File: src/rtl/gpx_pkg.sv
package gpx_pkg;
   typedef enum logic [1:0] {
      PTR_VIEW = 2'd0,
      PTR_OUT  = 2'd1,
      PTR_INV  = 2'd2,
      PTR_DIR  = 2'd3
   } gpx_ptr_e;
endpackage

File: src/rtl/gpx_pin_sync.sv
module gpx_pin_sync #(
   parameter int W      = 8,
   parameter int STAGES = 2
) (
   input  logic         clk,
   input  logic         rst_n,
   input  logic [W-1:0] din,
   output logic [W-1:0] dout
);
   logic [W-1:0] stg [STAGES];

   if (STAGES < 2) begin : g_bad_stages
      $error("gpx_pin_sync: STAGES must be at least 2");
   end

   for (genvar k = 0; k < STAGES; k++) begin : g_stage
      if (k == 0) begin : g_first
         always_ff @(posedge clk or negedge rst_n) begin
            if (!rst_n) stg[0] <= '0;
            else        stg[0] <= din;
         end
      end else begin : g_next
         always_ff @(posedge clk or negedge rst_n) begin
            if (!rst_n) stg[k] <= '0;
            else        stg[k] <= stg[k-1];
         end
      end
   end

   assign dout = stg[STAGES-1];
endmodule

File: src/rtl/gpx_cfg_regs.sv
module gpx_cfg_regs
   import gpx_pkg::*;
#(
   parameter int         W       = 8,
   parameter logic [W-1:0] OUT_RST = '0,
   parameter logic [W-1:0] INV_RST = '0,
   parameter logic [W-1:0] DIR_RST = '1
) (
   input  logic         clk,
   input  logic         rst_n,
   input  logic         wr_en,
   input  gpx_ptr_e     ptr,
   input  logic [W-1:0] wr_data,
   output logic [W-1:0] out_q,
   output logic [W-1:0] inv_q,
   output logic [W-1:0] dir_q
);
   logic hit_out, hit_inv, hit_dir;

   assign hit_out = wr_en && (ptr == PTR_OUT);
   assign hit_inv = wr_en && (ptr == PTR_INV);
   assign hit_dir = wr_en && (ptr == PTR_DIR);

   always_ff @(posedge clk or negedge rst_n) begin
      if (!rst_n)       out_q <= OUT_RST;
      else if (hit_out) out_q <= wr_data;
   end

   always_ff @(posedge clk or negedge rst_n) begin
      if (!rst_n)       inv_q <= INV_RST;
      else if (hit_inv) inv_q <= wr_data;
   end

   always_ff @(posedge clk or negedge rst_n) begin
      if (!rst_n)       dir_q <= DIR_RST;
      else if (hit_dir) dir_q <= wr_data;
   end
endmodule

File: src/rtl/gpx_rd_path.sv
module gpx_rd_path
   import gpx_pkg::*;
#(
   parameter int W = 8
) (
   input  logic         clk,
   input  logic         rst_n,
   input  logic         rd_en,
   input  gpx_ptr_e     ptr,
   input  logic [W-1:0] lvl_sync,
   input  logic [W-1:0] out_q,
   input  logic [W-1:0] inv_q,
   input  logic [W-1:0] dir_q,
   output logic [W-1:0] rd_data
);
   logic [W-1:0] view;
   logic [W-1:0] sel;

   // inversion only acts on pins whose direction bit marks them as inputs
   assign view = lvl_sync ^ (inv_q & dir_q);

   always_comb begin
      unique case (ptr)
         PTR_VIEW: sel = view;
         PTR_OUT:  sel = out_q;
         PTR_INV:  sel = inv_q;
         PTR_DIR:  sel = dir_q;
         default:  sel = '0;
      endcase
   end

   always_ff @(posedge clk or negedge rst_n) begin
      if (!rst_n)     rd_data <= '0;
      else if (rd_en) rd_data <= sel;
   end
endmodule

File: src/rtl/gpx_pad_ctrl.sv
module gpx_pad_ctrl #(
   parameter int           W       = 8,
   parameter logic [W-1:0] OD_MASK = '0
) (
   input  logic [W-1:0] out_q,
   input  logic [W-1:0] dir_q,
   output logic [W-1:0] pin_oe,
   output logic [W-1:0] pin_out
);
   for (genvar i = 0; i < W; i++) begin : g_pin
      if (OD_MASK[i]) begin : g_od
         // sink-only pad: drive low for a 0, float for a 1
         assign pin_out[i] = 1'b0;
         assign pin_oe[i]  = ~dir_q[i] & ~out_q[i];
      end else begin : g_pp
         assign pin_out[i] = out_q[i];
         assign pin_oe[i]  = ~dir_q[i];
      end
   end
endmodule

File: src/rtl/gpio_xpand_regs.sv
module gpio_xpand_regs #(
   parameter int         PIN_W       = 8,
   parameter int         SYNC_STAGES = 2,
   parameter logic [7:0] OD_MASK     = 8'h01,
   parameter logic [7:0] OUT_RST     = 8'h00,
   parameter logic [7:0] INV_RST     = 8'hF0,
   parameter logic [7:0] DIR_RST     = 8'hFF
) (
   input  logic             clk,
   input  logic             rst_n,
   input  logic [1:0]       reg_ptr,
   input  logic             wr_en,
   input  logic [PIN_W-1:0] wr_data,
   input  logic             rd_en,
   output logic [PIN_W-1:0] rd_data,
   input  logic [PIN_W-1:0] pin_in,
   output logic [PIN_W-1:0] pin_oe,
   output logic [PIN_W-1:0] pin_out
);
   import gpx_pkg::*;

   localparam logic [PIN_W-1:0] OD_M  = OD_MASK[PIN_W-1:0];
   localparam logic [PIN_W-1:0] OUT_D = OUT_RST[PIN_W-1:0];
   localparam logic [PIN_W-1:0] INV_D = INV_RST[PIN_W-1:0];
   localparam logic [PIN_W-1:0] DIR_D = DIR_RST[PIN_W-1:0];

   if (PIN_W < 1 || PIN_W > 8) begin : g_bad_width
      $error("gpio_xpand_regs: PIN_W must lie in 1..8");
   end

   gpx_ptr_e     ptr;
   logic [PIN_W-1:0] lvl_sync, out_q, inv_q, dir_q;

   assign ptr = gpx_ptr_e'(reg_ptr);

   gpx_pin_sync #(.W(PIN_W), .STAGES(SYNC_STAGES)) u_sync (
      .clk(clk), .rst_n(rst_n), .din(pin_in), .dout(lvl_sync)
   );

   gpx_cfg_regs #(.W(PIN_W), .OUT_RST(OUT_D), .INV_RST(INV_D), .DIR_RST(DIR_D)) u_cfg (
      .clk(clk), .rst_n(rst_n), .wr_en(wr_en), .ptr(ptr), .wr_data(wr_data),
      .out_q(out_q), .inv_q(inv_q), .dir_q(dir_q)
   );

   gpx_rd_path #(.W(PIN_W)) u_rd (
      .clk(clk), .rst_n(rst_n), .rd_en(rd_en), .ptr(ptr), .lvl_sync(lvl_sync),
      .out_q(out_q), .inv_q(inv_q), .dir_q(dir_q), .rd_data(rd_data)
   );

   gpx_pad_ctrl #(.W(PIN_W), .OD_MASK(OD_M)) u_pad (
      .out_q(out_q), .dir_q(dir_q), .pin_oe(pin_oe), .pin_out(pin_out)
   );
endmodule

File: config.mk
export PLATFORM = sky130hd
export DESIGN_NAME = gpio_xpand_regs
export DESIGN_NICKNAME = d
export VERILOG_FILES = /design/src/rtl/gpx_pkg.sv /design/src/rtl/gpx_pin_sync.sv /design/src/rtl/gpx_cfg_regs.sv /design/src/rtl/gpx_rd_path.sv /design/src/rtl/gpx_pad_ctrl.sv /design/src/rtl/gpio_xpand_regs.sv
export SDC_FILE = /design/constraint.sdc
export NUM_CORES = 1
export LEC_CHECK = 0
export BUFFER_PORTS_ARGS = -buffer_cell sky130_fd_sc_hd__buf_4
export CAP_MARGIN = 20
export CORE_AREA = 2 2 75 91
export DETAILED_ROUTE_END_ITERATION = 7
export DIE_AREA = 0 0 77 93
export PLACE_DENSITY = 0.52
export SETUP_SLACK_MARGIN = 0.4
export SLEW_MARGIN = 40
export SYNTH_ARGS = -nofsm -noshare
export SYNTH_HDL_FRONTEND = slang
export SYNTH_HIERARCHICAL = 1
export SYNTH_SLANG_ARGS = --single-unit
File: constraint.sdc
create_clock -name clk -period 3.9 [get_ports clk]
set_clock_uncertainty 0.2 [all_clocks]
set_input_delay 0.78 -clock clk [delete_from_list [all_inputs] [get_ports clk]]
set_output_delay 0.78 -clock clk [all_outputs]
set_load 0.005 [all_outputs]
Yosys cells after proc, flatten, opt, wreduce, memory -nomap -nowiden
Index checks and enable logic that the tools add are counted.
Widths: inputs -> output; s select.
Word-level totals
  bits in registers: 48
  input bits: 22
  output and inout bits: 24
  logic and storage cells: 26
Cells by class
  equal/unequal tests: 3
  mux-type cells: 1
  bitwise logic cells: 12
  reduce and logical (&&, ||, !) cells: 4
Operators by type and width (count)
  $pmux 8 s4: 1
  $not 1->1: 9
  $and 8x8->8: 1
  $xor 8x8->8: 1
  $eq 2x2->1 const B: 2
  $logic_and 1x1->1: 3
  $eq 2x1->1 const B: 1
  $logic_not 2->1: 1
  $and 1x1->1: 1

Logic depth before layout (Yosys ltp)
  word-level depth: 3
  depth in mapped cells: 5
  mapped depth without buffers: 3

Hierarchy
The synthesis kept the hierarchy.
By module, submodules not included
  gpx_cfg_regs: times used 1, cells an instance 51, area an instance 918.4 sq um, seq. area each 615.6 sq um
  gpx_rd_path: times used 1, cells an instance 71, area an instance 710.7 sq um, seq. area each 200.2 sq um
  gpx_pin_sync: times used 1, cells an instance 24, area an instance 460.4 sq um, seq. area each 400.4 sq um
  gpx_pad_ctrl: times used 1, cells an instance 17, area an instance 93.8 sq um, seq. area each 0.0 sq um

Worst setup path after synthesis
OpenSTA, ideal clock, no wires.
  kind: input to register
  from: in reg_ptr[1]
  to: reg u_rd.rd_data[0]
  setup time: 121 ps
  arrival: 1474 ps
  data required time: 3579 ps
  slack: 2105 ps
  stages on the path: 5
  buffers on the path: 2
  cells stage by stage: buf_4 -> buf_6 -> nor3b_2 -> a211oi_1 -> a22o_1
Between the ends
  cells in the longest elaborated chain, start to end: 2
  elaborated cells between the ends (all ways): 5
  classes of those cells: eq/ne (3); mux (1); reduce/logical (1)
Ends and longest elaborated chain
  from (decl): line gpio_xpand_regs.sv:11  | input logic [1:0] reg_ptr,
  $eq 2x2->1, or another cell as far along: line gpx_rd_path.sv:23  | unique case (ptr)
  $pmux 8 s4 *: line gpx_rd_path.sv:23
  to (signal assigned): line gpx_rd_path.sv:34  | else if (rd_en) rd_data <= sel;
  to (decl): line gpx_rd_path.sv:14  | output logic [W-1:0] rd_data
Mark *: on every way between the ends. The rest lies on a longest branch, timed or not.
A chain may end at the register's enable or synchronous reset.

Final worst setup path
  from: reg u_cfg.dir_q[7]
  to: out pin_oe[7]
Between the ends
  cells in the longest elaborated chain, start to end: 1
Ends and longest elaborated chain
  from (decl): line gpx_cfg_regs.sv:16  | output logic [W-1:0] dir_q
  from (signal assigned): line gpx_cfg_regs.sv:36  | else if (hit_dir) dir_q <= wr_data;
  $not 1->1: line gpx_pad_ctrl.sv:17  | assign pin_oe[i] = ~dir_q[i];
  to (decl): line gpio_xpand_regs.sv:17  | output logic [PIN_W-1:0] pin_oe,
Every way passes these cells.

==> impl_metrics.ini <==
[run_status]
status = completed

[clocking]
tritoncts = yes
cts_buffers = 5
cts_setup_buffers = 0
cts_hold_buf = 0
htreeDepth = 2
cts_resized = 0
insertion_delay_ns = 0.29
cts.reportedPaths.clkPinSlew_ns = 0.09
clk_path_buf_depth = 2
cts_sinks = 48
cts-root-buf = clkbuf_8

[timing]
setup_violations = 0
finalCriticalPeriod_ns = 2.02
slew_headroom_pct = 61.4
hold_violations = 0
max_slew.worst_pin.slew_ns = 0.579
period_share_pct = 51.7
setup_ws_ns = 1.88
fmax_mhz = 496
rsz0062_at_grt = false
drv_slew = 0
setup_tns_ns = 0

[route]
firstDrtPassIters = 4
drtIter0Drc = 58
drc = 0
avgViaCountPerCell = 4.63
ant_nets = 0
wire_per_inst_um = 14.3
routed-via-count = 1291
routed_wl_um = 4000

[power_and_ir_drop]
powerDensity_mw_per_mm2 = 476
leakage_nw = 1.16
peakVddDrop_uv = 198

[hold_path]
hp-class = flop to flop

[critical_path]
endpoint = pin_oe[7]
cp-start-kind = flop
arrival_ns = 1.04
rr_endpoint = u_rd/rd_data[7]
r2r_start = u_cfg/dir_q[7]
cp_cell_sequence = inv_1, buf_4
rrSetupSlack_ns = 2.55
slowest_stage = dfstp_2
critPathLaunch = u_cfg/dir_q[7]
critPathKind = flop to output port
worstPathRequired_ns = 2.92
ff2ff_path_depth = 3
crit_fanout = 5
slowest_delay_ns = 0.58
end_kind = output port

[die]
pin_count = 46
rows = 32
fp.dieH_um = 93
dieArea_mm2 = 0.00716
coreArea_mm2 = 0.00633
initial_core_util_pct = 34.5
die_width_um = 77

[placed_design]
dp_slack_ns = 1.84
dp.cells = 271
dp_hpwl_um = 2790
io_buffers = 44
place.gp.congestion = 0.803
place_area_mm2 = 0.00244

[synthesis]
yosys-top-cells-area = dfrtp_1, dfstp_2, mux2_2
yosysTopAreaCell = dfrtp_1
syn_area_mm2 = 0.00218
ys_ff_latch = 48
synth-seq-area-share_pct = 55.7
synth_cell_types = 21
synth_top_area_share_pct = 41.3
syn-num-nets = 185
yosysWarnings = 6
syn_inst = 163
synth_area_per_cell_um2 = 13.4

[finish]
final_cell_mix = buf_4, dfrtp_1, mux2_2, dfstp_2
antennaDiodeCount = 0
syn2layout_area_growth_pct = 16.9
final_cell_count_no_fill = 279
drive_gt1_share_pct = 51.0
design_area_mm2 = 0.00255
final_common_cell = buf_4
nets = 215

[grt]
grt_usage_pct = 11.8
grt_pass1_vias = 1320
overflow = 0
grt_max_degree = 49
antenna_found_initial = 0
grt_pass1_wl_um = 6470

[flow_run]
maxCapViolations = 0
==> registers in the layout, summed over array words and instances (netlist names) <==
signal / cells
u_cfg/out_q: 8
u_rd/rd_data: 8
u_cfg/dir_q: 8
u_sync/dout: 8
u_cfg/inv_q: 8
u_sync/stg: 8
==> kinds of logic after synthesis <==
kind of cell | Yosys count | share of synthesized area [%]
buffers and inverters | 29 | 9.40
and+or+nand+nor | 21 | 9.05
muxes | 32 | 16.0
other | 1 | 0.172
AOI/OAI and AO/OA | 32 | 9.63
DFF | 48 | 55.7
==> cell type report <==
class                   count  area (um2)
fillers                   636        3770
flip-flops and latches     48        1220
multi-input cells          86         762
repair buffers             44         330
well taps                  85         106
clock buffers               6        72.6
clock inverters             2        35.0
inverters                   8        30.0
==> synthesized netlist by cell type (all sizes together) <==
library cell and number:
nor3b 8, mux2i 8, dfrtp 36, mux2 24, a211oi 8, nand3 1, nor2 2, inv 8
dfstp 12, nand3b 2, conb 1, a21oi 8, o21ai 8, and3 8, a22o 8, buf 21
==> how the worst min path moves through the flow <==
stage	start	endpoint	slack [ns]	cells after the start
5_1_grt	u_sync/stg[11]	u_sync/dout[3]	0.16	0
3_5_place_dp	u_sync/stg[11]	u_sync/dout[3]	0.13	0
2_1_floorplan	u_sync/stg[8]	u_sync/dout[0]	0.13	0
3_3_place_gp	u_sync/stg[12]	u_sync/dout[4]	0.13	0
6_report	u_sync/stg[11]	u_sync/dout[3]	0.15	0
4_1_cts	u_sync/stg[11]	u_sync/dout[3]	0.16	0
==> power breakdown <==
group	internal (mW)	total [mW]	leakage [nW]	switching, mW
logic	0.141	0.226	0.559	0.0849
clock network	0.190	0.342	0.0552	0.152
registers	0.586	0.648	0.551	0.0619
total	0.918	1.22	1.16	0.298
==> layer usage <==
| metal | up-vias | global-route usage [%] | routed length, um |
|---|---|---|---|
| li1 | 622 | - | - |
| met1 | 634 | 14.5 | 1710 |
| met2 | 29 | 19.3 | 2030 |
| met3 | 6 | 2.80 | 176 |
| met4 | 0 | 6.40 | 87 |
| met5 | - | 0 | 0 |
==> critical path: cells and delay by family (launching register included) <==
kind                   cells  cell delay, ns
buffers and inverters      2            0.18
DFF                        1            0.58
==> through the flow <==
stage	power (mW)	util (%)	hold slack, ns
global placement	0.882	38.6	0.132
floorplan	0.788	-	0.131
finish	1.22	40.3	0.153
global route	1.30	40.3	0.162
CTS	1.24	40.3	0.156
detailed placement	0.890	38.6	0.135
Power figures use the tool's default switching activity.
